## src/rtl/sfs_pkg.sv

```systemverilog
package sfs_pkg;
  localparam int WORD_W = 32;
  localparam int DMY_W  = 5;
  localparam int CNT_W  = 6;
  localparam int LINES  = 4;

  typedef enum logic [2:0] {
    SEG_CMD  = 3'd0,
    SEG_OCMD = 3'd1,
    SEG_ADDR = 3'd2,
    SEG_OPT  = 3'd3,
    SEG_DMY  = 3'd4,
    SEG_DATA = 3'd5,
    SEG_END  = 3'd6
  } seg_e;

  typedef struct packed {
    logic              cmd_en;
    logic [1:0]        cmd_w;
    logic [7:0]        cmd;
    logic              ocmd_en;
    logic [1:0]        ocmd_w;
    logic [7:0]        ocmd;
    logic [3:0]        addr_en;
    logic [1:0]        addr_w;
    logic [WORD_W-1:0] addr;
    logic [3:0]        opt_en;
    logic [1:0]        opt_w;
    logic [WORD_W-1:0] opt;
    logic              dmy_en;
    logic [DMY_W-1:0]  dmy_cyc;
    logic [3:0]        data_en;
    logic [1:0]        data_w;
    logic [WORD_W-1:0] wdata;
    logic              rd;
    logic              wr;
    logic              keep;
  } cfg_t;
endpackage

```

## src/rtl/sfs_phase_sel.sv

```systemverilog
module sfs_phase_sel
  import sfs_pkg::*;
(
  input  cfg_t              cfg_i,
  input  logic [2:0]        base_i,
  output seg_e              seg_o,
  output logic [WORD_W-1:0] pay_o,
  output logic [CNT_W-1:0]  cyc_o,
  output logic [1:0]        w_o
);
  logic [6:0] en;
  logic [2:0] nbytes;

  always_comb begin
    en    = '0;
    en[0] = cfg_i.cmd_en;
    en[1] = cfg_i.ocmd_en;
    en[2] = |cfg_i.addr_en;
    en[3] = |cfg_i.opt_en;
    en[4] = cfg_i.dmy_en;
    en[5] = (|cfg_i.data_en) && (cfg_i.rd || cfg_i.wr);
    en[6] = 1'b1;
  end

  // first enabled phase at or after base_i
  always_comb begin
    seg_o = SEG_END;
    for (int i = 6; i >= 0; i--) begin
      if (en[i] && (3'(i) >= base_i)) seg_o = seg_e'(3'(i));
    end
  end

  always_comb begin
    pay_o  = '0;
    nbytes = 3'd0;
    w_o    = 2'd0;
    case (seg_o)
      SEG_CMD:  begin pay_o = {cfg_i.cmd, 24'h0};  nbytes = 3'd1; w_o = cfg_i.cmd_w;  end
      SEG_OCMD: begin pay_o = {cfg_i.ocmd, 24'h0}; nbytes = 3'd1; w_o = cfg_i.ocmd_w; end
      SEG_ADDR: begin
        w_o = cfg_i.addr_w;
        if (cfg_i.addr_en == 4'hF) begin
          pay_o = cfg_i.addr; nbytes = 3'd4;
        end else begin
          pay_o = {cfg_i.addr[23:0], 8'h0}; nbytes = 3'd3;
        end
      end
      SEG_OPT:  begin pay_o = cfg_i.opt;   nbytes = 3'($countones(cfg_i.opt_en));  w_o = cfg_i.opt_w;  end
      SEG_DATA: begin pay_o = cfg_i.wdata; nbytes = 3'($countones(cfg_i.data_en)); w_o = cfg_i.data_w; end
      default: ;
    endcase
    if (seg_o == SEG_DMY) cyc_o = CNT_W'(cfg_i.dmy_cyc) + CNT_W'(1);
    else                  cyc_o = CNT_W'({nbytes, 3'b000} >> w_o);
  end
endmodule

```

## src/rtl/sfs_shift.sv

```systemverilog
module sfs_shift
  import sfs_pkg::*;
(
  input  logic              clk_i,
  input  logic              rst_ni,
  input  logic              load_i,
  input  logic [WORD_W-1:0] pay_i,
  input  logic              shift_i,
  input  logic              cap_i,
  input  logic              clr_i,
  input  logic [1:0]        w_i,
  input  logic [LINES-1:0]  sd_i,
  output logic [LINES-1:0]  tx_o,
  output logic [WORD_W-1:0] rx_o
);
  logic [WORD_W-1:0] tx_q, rx_q;

  always_ff @(posedge clk_i or negedge rst_ni) begin
    if (!rst_ni) begin
      tx_q <= '0;
      rx_q <= '0;
    end else begin
      if (load_i) tx_q <= pay_i;
      else if (shift_i) begin
        case (w_i)
          2'd0:    tx_q <= {tx_q[WORD_W-2:0], 1'b0};
          2'd1:    tx_q <= {tx_q[WORD_W-3:0], 2'b0};
          default: tx_q <= {tx_q[WORD_W-5:0], 4'b0};
        endcase
      end
      if (clr_i) rx_q <= '0;
      else if (cap_i) begin
        case (w_i)
          2'd0:    rx_q <= {rx_q[WORD_W-2:0], sd_i[1]};
          2'd1:    rx_q <= {rx_q[WORD_W-3:0], sd_i[1:0]};
          default: rx_q <= {rx_q[WORD_W-5:0], sd_i};
        endcase
      end
    end
  end

  always_comb begin
    case (w_i)
      2'd0:    tx_o = {3'b000, tx_q[WORD_W-1]};
      2'd1:    tx_o = {2'b00, tx_q[WORD_W-1:WORD_W-2]};
      default: tx_o = tx_q[WORD_W-1:WORD_W-4];
    endcase
  end

  assign rx_o = rx_q;
endmodule

```

## src/rtl/sfs_seq.sv

```systemverilog
module sfs_seq
  import sfs_pkg::*;
(
  input  logic              clk_i,
  input  logic              rst_ni,
  input  logic              start_i,
  input  logic              rd_en_i,
  input  logic              wr_en_i,
  input  logic              keep_cs_i,
  input  logic              cmd_en_i,
  input  logic [1:0]        cmd_w_i,
  input  logic [7:0]        cmd_i,
  input  logic              ocmd_en_i,
  input  logic [1:0]        ocmd_w_i,
  input  logic [7:0]        ocmd_i,
  input  logic [3:0]        addr_en_i,
  input  logic [1:0]        addr_w_i,
  input  logic [WORD_W-1:0] addr_i,
  input  logic [3:0]        opt_en_i,
  input  logic [1:0]        opt_w_i,
  input  logic [WORD_W-1:0] opt_i,
  input  logic              dmy_en_i,
  input  logic [DMY_W-1:0]  dmy_cyc_i,
  input  logic [3:0]        data_en_i,
  input  logic [1:0]        data_w_i,
  input  logic [WORD_W-1:0] wdata_i,
  input  logic [LINES-1:0]  sd_i,
  output logic              sck_o,
  output logic              cs_no,
  output logic [LINES-1:0]  sd_o,
  output logic [LINES-1:0]  sd_oe_o,
  output logic [WORD_W-1:0] rdata_o,
  output logic              done_o,
  output logic              busy_o
);
  typedef enum logic [1:0] {ST_IDLE, ST_RUN, ST_TAIL} st_e;

  st_e               st_q;
  seg_e              seg_q, nseg;
  cfg_t              cfg_in, cfg_q, cfg_sel;
  logic [1:0]        w_q, nw;
  logic [CNT_W-1:0]  cnt_q, ncyc;
  logic [WORD_W-1:0] npay, rx_word, rdata_q;
  logic [LINES-1:0]  tx_bits, lane;
  logic [2:0]        base, data_nb;
  logic              sck_q, cs_nq, done_q, tail_q;
  logic              start_ok, rise, fall, seg_last, rx_seg, tx_seg, load, fin;

  always_comb begin
    cfg_in         = '0;
    cfg_in.cmd_en  = cmd_en_i;  cfg_in.cmd_w  = cmd_w_i;  cfg_in.cmd  = cmd_i;
    cfg_in.ocmd_en = ocmd_en_i; cfg_in.ocmd_w = ocmd_w_i; cfg_in.ocmd = ocmd_i;
    cfg_in.addr_en = addr_en_i; cfg_in.addr_w = addr_w_i; cfg_in.addr = addr_i;
    cfg_in.opt_en  = opt_en_i;  cfg_in.opt_w  = opt_w_i;  cfg_in.opt  = opt_i;
    cfg_in.dmy_en  = dmy_en_i;  cfg_in.dmy_cyc = dmy_cyc_i;
    cfg_in.data_en = data_en_i; cfg_in.data_w = data_w_i; cfg_in.wdata = wdata_i;
    cfg_in.rd      = rd_en_i;   cfg_in.wr     = wr_en_i;  cfg_in.keep = keep_cs_i;
  end

  assign cfg_sel = (st_q == ST_IDLE) ? cfg_in : cfg_q;
  assign base    = (st_q == ST_IDLE) ? 3'd0 : 3'(seg_q) + 3'd1;

  sfs_phase_sel u_sel (
    .cfg_i (cfg_sel),
    .base_i(base),
    .seg_o (nseg),
    .pay_o (npay),
    .cyc_o (ncyc),
    .w_o   (nw)
  );

  assign start_ok = start_i && (st_q == ST_IDLE);
  assign rise     = (st_q == ST_RUN) && !sck_q;
  assign fall     = (st_q == ST_RUN) && sck_q;
  assign seg_last = fall && (cnt_q == CNT_W'(1));
  assign rx_seg   = (seg_q == SEG_DATA) && cfg_q.rd;
  assign tx_seg   = (st_q == ST_RUN) && (seg_q != SEG_DMY) && !rx_seg;
  assign load     = (start_ok || seg_last) && (nseg != SEG_END);
  assign fin      = (start_ok || seg_last) && (nseg == SEG_END);
  assign data_nb  = 3'($countones(cfg_q.data_en));

  sfs_shift u_shift (
    .clk_i  (clk_i),
    .rst_ni (rst_ni),
    .load_i (load),
    .pay_i  (npay),
    .shift_i(fall),
    .cap_i  (rise && rx_seg),
    .clr_i  (start_ok),
    .w_i    (w_q),
    .sd_i   (sd_i),
    .tx_o   (tx_bits),
    .rx_o   (rx_word)
  );

  always_ff @(posedge clk_i or negedge rst_ni) begin
    if (!rst_ni) begin
      st_q    <= ST_IDLE;
      seg_q   <= SEG_CMD;
      cfg_q   <= '0;
      w_q     <= 2'd0;
      cnt_q   <= '0;
      sck_q   <= 1'b0;
      cs_nq   <= 1'b1;
      done_q  <= 1'b0;
      tail_q  <= 1'b0;
      rdata_q <= '0;
    end else begin
      if (start_ok) begin
        cfg_q  <= cfg_in;
        done_q <= 1'b0;
      end
      if (load) begin
        seg_q <= nseg;
        w_q   <= nw;
        cnt_q <= ncyc;
      end
      case (st_q)
        ST_IDLE: if (load) begin
          st_q  <= ST_RUN;
          cs_nq <= 1'b0;
        end
        ST_RUN: begin
          sck_q <= !sck_q;
          if (fall && (cnt_q != CNT_W'(1))) cnt_q <= cnt_q - CNT_W'(1);
        end
        ST_TAIL: begin
          tail_q <= 1'b1;
          if (tail_q) begin
            tail_q <= 1'b0;
            st_q   <= ST_IDLE;
            done_q <= 1'b1;
          end
        end
        default: st_q <= ST_IDLE;
      endcase
      if (seg_last && rx_seg) rdata_q <= rx_word << {3'd4 - data_nb, 3'b000};
      if (fin) begin
        if (cfg_sel.keep) begin
          st_q   <= ST_IDLE;
          done_q <= 1'b1;
        end else begin
          st_q  <= ST_TAIL;
          cs_nq <= 1'b1;
        end
      end
    end
  end

  always_comb begin
    case (w_q)
      2'd0:    lane = 4'b0001;
      2'd1:    lane = 4'b0011;
      default: lane = 4'b1111;
    endcase
  end

  assign sck_o   = sck_q;
  assign cs_no   = cs_nq;
  assign sd_oe_o = tx_seg ? lane : '0;
  assign sd_o    = tx_seg ? (tx_bits & lane) : '0;
  assign rdata_o = rdata_q;
  assign done_o  = done_q;
  assign busy_o  = (st_q != ST_IDLE);


  sck_idle_chk: assert property (@(posedge clk_i) disable iff (!rst_ni)
    !busy_o |-> !sck_o);

  sck_fall_chk: assert property (@(posedge clk_i) disable iff (!rst_ni)
    sck_o |=> !sck_o);

  cs_run_chk: assert property (@(posedge clk_i) disable iff (!rst_ni)
    (st_q == ST_RUN) |-> !cs_no);

  done_busy_chk: assert property (@(posedge clk_i) disable iff (!rst_ni)
    busy_o |-> !done_o);

  keep_cs_chk: assert property (@(posedge clk_i) disable iff (!rst_ni)
    ($fell(busy_o) && cfg_q.keep) |-> !cs_no);

  cs_gap_chk: assert property (@(posedge clk_i) disable iff (!rst_ni)
    ($rose(done_o) && !cfg_q.keep) |-> (cs_no && $past(cs_no)));
endmodule

```

## config.mk

```make
export PLATFORM = sky130hd
export DESIGN_NAME = sfs_seq
export DESIGN_NICKNAME = d
export VERILOG_FILES = /design/src/rtl/sfs_pkg.sv /design/src/rtl/sfs_phase_sel.sv /design/src/rtl/sfs_shift.sv /design/src/rtl/sfs_seq.sv
export SDC_FILE = /design/constraint.sdc
export NUM_CORES = 1
export LEC_CHECK = 0
export BUFFER_PORTS_ARGS = -buffer_cell sky130_fd_sc_hd__clkbuf_2
export CAP_MARGIN = 30
export CORE_MARGIN = 2
export CORE_UTILIZATION = 60
export CTS_CLUSTER_SIZE = 14
export DETAILED_ROUTE_END_ITERATION = 6
export GPL_ROUTABILITY_DRIVEN = 0
export PLACE_DENSITY = 0.82
export SLEW_MARGIN = 20
export SYNTH_ARGS = -nofsm -noshare
export SYNTH_HDL_FRONTEND = slang
export SYNTH_SLANG_ARGS = --single-unit
```

## constraint.sdc

```tcl
create_clock -name clk_i -period 10.5 [get_ports clk_i]
set_clock_uncertainty 0.1 [all_clocks]
set_input_delay 2.1 -clock clk_i [delete_from_list [all_inputs] [get_ports clk_i]]
set_output_delay 2.1 -clock clk_i [all_outputs]
set_load 0.005 [all_outputs]
```

==> flow_summary_export.csv <==
group,metric,value,unit
setup_path,ff2ff_setup_slack,6.01,ns
yosys,yosysSeqAreaShare,0.426,
sta,slew-limit-headroom,0.304,
yosys,yosysUniqueCellTypes,73,
placement,hpwl,27400,µm
final_layout,multiInputGateArea,8070,µm²
floorplan,num_rows,58,
sta,setup_viol,0,
flow_run,cap_violations,0,
pwr,ir_drop,0.000239,V
clock_tree,clkTransAtPathRegs,0.06,ns
yosys,ys_ff_latch,258,
global_routing,grtUsageTotal,0.305,
global_routing,grt_max_degree,105,
setup_path,cp.required,8.30,ns
final_layout,drive_above_1_share,0.269,
yosys,synthArstFlopShare,1.00,
floorplan,initial_core_util,0.607,
sta,setup_tns,0,ns
clock_tree,post_cts_buffers,0,
detailed_routing,ant_nets,0,
sta,timing.final.crit_period,4.83,ns
floorplan,die-area,26500,µm²
pwr,cellLeakagePower,0.00785,µW
setup_path,worstPathMaxFanout,10,
run_status,status,"finished clean",
clock_tree,hold_buffers,0,
final_layout,fillers,1888,
sta,hold_violations,0,
detailed_routing,finalWirelength,40100,µm
sta,fmax,207,MHz
setup_path,critPathCaptureType,"output pin",
detailed_routing,firstDrtPassIters,5,
floorplan,die_x,163,µm
floorplan,die_h,163,µm
yosys,syn_area,15200,µm²
sta,drv_slew,0,
clock_tree,cts_tree,"done",
global_routing,antenna_found_initial,3,
clock_tree,clk_path_buf_depth,3,
clock_tree,clock_latency,0.56,ns
setup_path,worstSetupPathType,"reg2out",
floorplan,pin_count,196,
detailed_routing,via_per_inst,6.24,
clock_tree,cts.sinks,258,
yosys,syn_area_per_cell,9.73,µm²
clock_tree,cts-buffers-inserted,27,
yosys,synth_nets,1731,
sta,min_period_over_period,0.460,
clock_tree,h-tree-depth,1,
detailed_routing,vias,12713,
detailed_routing,drc,0,
final_layout,regArea,6460,µm²
sta,rsz0062_at_grt,"false",
detailed_routing,detail_route.wl_per_cell,19.7,µm
pwr,pwr_density_cell,314,nW/µm²
final_layout,fin_util,0.690,
yosys,syn_inst,1558,
setup_path,start_kind,"register",
yosys,yosys_warnings,0,
yosys,synth-edff-count,0,
final_layout,synthToLayoutAreaGrowth,13.7,%
sta,max_slew.worst_pin.slew,1.04,ns
detailed_routing,drt-initial-drc-count,1184,
placement,portBuffers,195,
setup_path,worstPathArrival,2.63,ns
global_routing,grt_overflow_total,0,
yosys,synth-main-ff-cell,"dfrtp_1",
floorplan,core_area,25000,µm²
clock_tree,cts_root_buf,"clkbuf_16",
final_layout,stdcell_area,17200,µm²
final_layout,nNetsFinal,1857,
hold_path,min_path_type,"reg2reg",
global_routing,grt_pass1_wl,65200,µm
placement,placed_area,16200,µm²
clock_tree,cts_resized,0,
global_routing,first_global_vias,12407,
==> registers in the layout, indices dropped and copies added (netlist names), 2 cells and up <==
name and cells:
seg_q 3, cfg_q 145, w_q 2, cnt_q 6
u_shift.rx_o 32, u_shift.tx_q 32, rdata_o 32, st_q 2
==> layout by cell type (no fill, tap or decap), types with 9 or more instances in the layout <==
cell | netlist | routed
a211oi_1 | 22 | 22
a21o_1 | 9 | 9
a21oi_1 | 180 | 180
a31oi_1 | 13 | 13
buf_4 | 4 | 16
clkbuf_16 | 0 | 27
clkbuf_2 | 0 | 194
clkbuf_8 | 0 | 10
dfrtp_1 | 257 | 255
ha_1 | 18 | 18
inv_1 | 31 | 31
mux2_2 | 152 | 152
mux2i_1 | 111 | 111
mux4_2 | 23 | 23
nand2_1 | 228 | 227
nand3_1 | 43 | 43
nor2_1 | 111 | 111
nor2b_1 | 11 | 11
nor3_1 | 15 | 15
o21ai_0 | 54 | 54
o22a_1 | 16 | 16
o22ai_1 | 18 | 18
o31ai_1 | 18 | 18
==> final cells by class <==
| cell class | count | area share |
|---|---|---|
| inverter | 32 | 0.00712 |
| tap | 330 | 0.0240 |
| sequential | 258 | 0.375 |
| multi-input combinational | 1150 | 0.468 |
| clock buffer | 45 | 0.0489 |
| clock inverter | 5 | 0.00603 |
| timing repair buffer | 215 | 0.0701 |
| antenna | 2 | 0.000290 |
==> worst max-delay path: stages (launching register included) <==
cell and delay [ns]:
dfrtp_1 0.54, ha_1 0.25, a21oi_1 0.07, o21ai_0 0.69, inv_1 0.17, and3_1 0.24
clkbuf_2 0.10
==> final timing paths <==
kind | startpoint | cells after the start | end
min | rdata_o[30] | 1 | rdata_o[30]
max reg2reg | st_q[0] | 10 | u_shift.tx_q[15]
min reg2reg | rdata_o[30] | 1 | rdata_o[30]
max in group asynchronous | rst_ni | 3 | cfg_q[107]
min in group asynchronous | rst_ni | 1 | rdata_o[29]
max | seg_q[0] | 6 | sd_o[2]
==> layer usage <==
layer | share of wire | GRT usage | up-vias
met4 | 0.033 | 0.0953 | 2
met5 | 0.00032 | 0 | -
met3 | 0.078 | 0.0568 | 88
li1 | - | - | 5863
met2 | 0.48 | 0.490 | 520
met1 | 0.41 | 0.424 | 6240
==> synth_stat cells (4+ instances only) <==
library cell  count  share of area
buf_1            14         0.0035
buf_6             4         0.0030
or4_1             5         0.0025
nor4_1            8         0.0033
xnor2_1           5         0.0029
nand3_1          43          0.014
nand4_1           4         0.0017
dfrtp_1         257           0.42
a21oi_1         180          0.059
o21a_1            5         0.0025
buf_4             4         0.0020
nand2_1         228          0.056
a21o_1            9         0.0045
mux4_2           23          0.034
clkbuf_1         68          0.017
nand2b_1          4         0.0017
o32a_1            4         0.0026
o31ai_1          18         0.0089
inv_1            31         0.0077
a211oi_1         22          0.011
nor2_1          111          0.027
o21ai_0          54          0.018
buf_2            28         0.0092
and2_1            4         0.0017
a31oi_1          13         0.0054
nor2b_1          11         0.0045
o21ai_1           5         0.0017
mux2i_1         111          0.073
a2111oi_0         8         0.0046
o22ai_1          18         0.0074
a22oi_1           5         0.0025
mux2_2          152           0.11
ha_1             18          0.015
nor3_1           15         0.0050
o22a_1           16         0.0092
==> power by group <==
part	switching [µW]	internal, µW
combinational	1460	1110
sequential	421	1400
clock	403	618
total	2280	3130
==> logic make-up after synthesis <==
logic type	share of synthesized area
AND/OR/NAND/NOR	0.129
AO/OA/AOI/OAI	0.157
multiplexers	0.221
flip-flops	0.426
buffers and inverters	0.0424
adder cells (fa/ha/maj)	0.0188
XOR/XNOR	0.00528
==> stage by stage <==
| step | cells | hold slack, ns | setup WS (ns) | total power [µW] |
|---|---|---|---|---|
| 2_1_floorplan | 1558 | 0.361 | 6.37 | 3670 |
| 6_report | 2037 | 0.378 | 5.67 | 5410 |
| 4_1_cts | 2033 | 0.379 | 5.69 | 5370 |
| 3_3_place_gp | 1981 | 0.361 | 5.60 | 4200 |
| 5_1_grt | 2036 | 0.389 | 5.53 | 5780 |
| 3_5_place_dp | 1983 | 0.366 | 5.58 | 4320 |
Note: power is estimated with default switching activity, not from simulation.
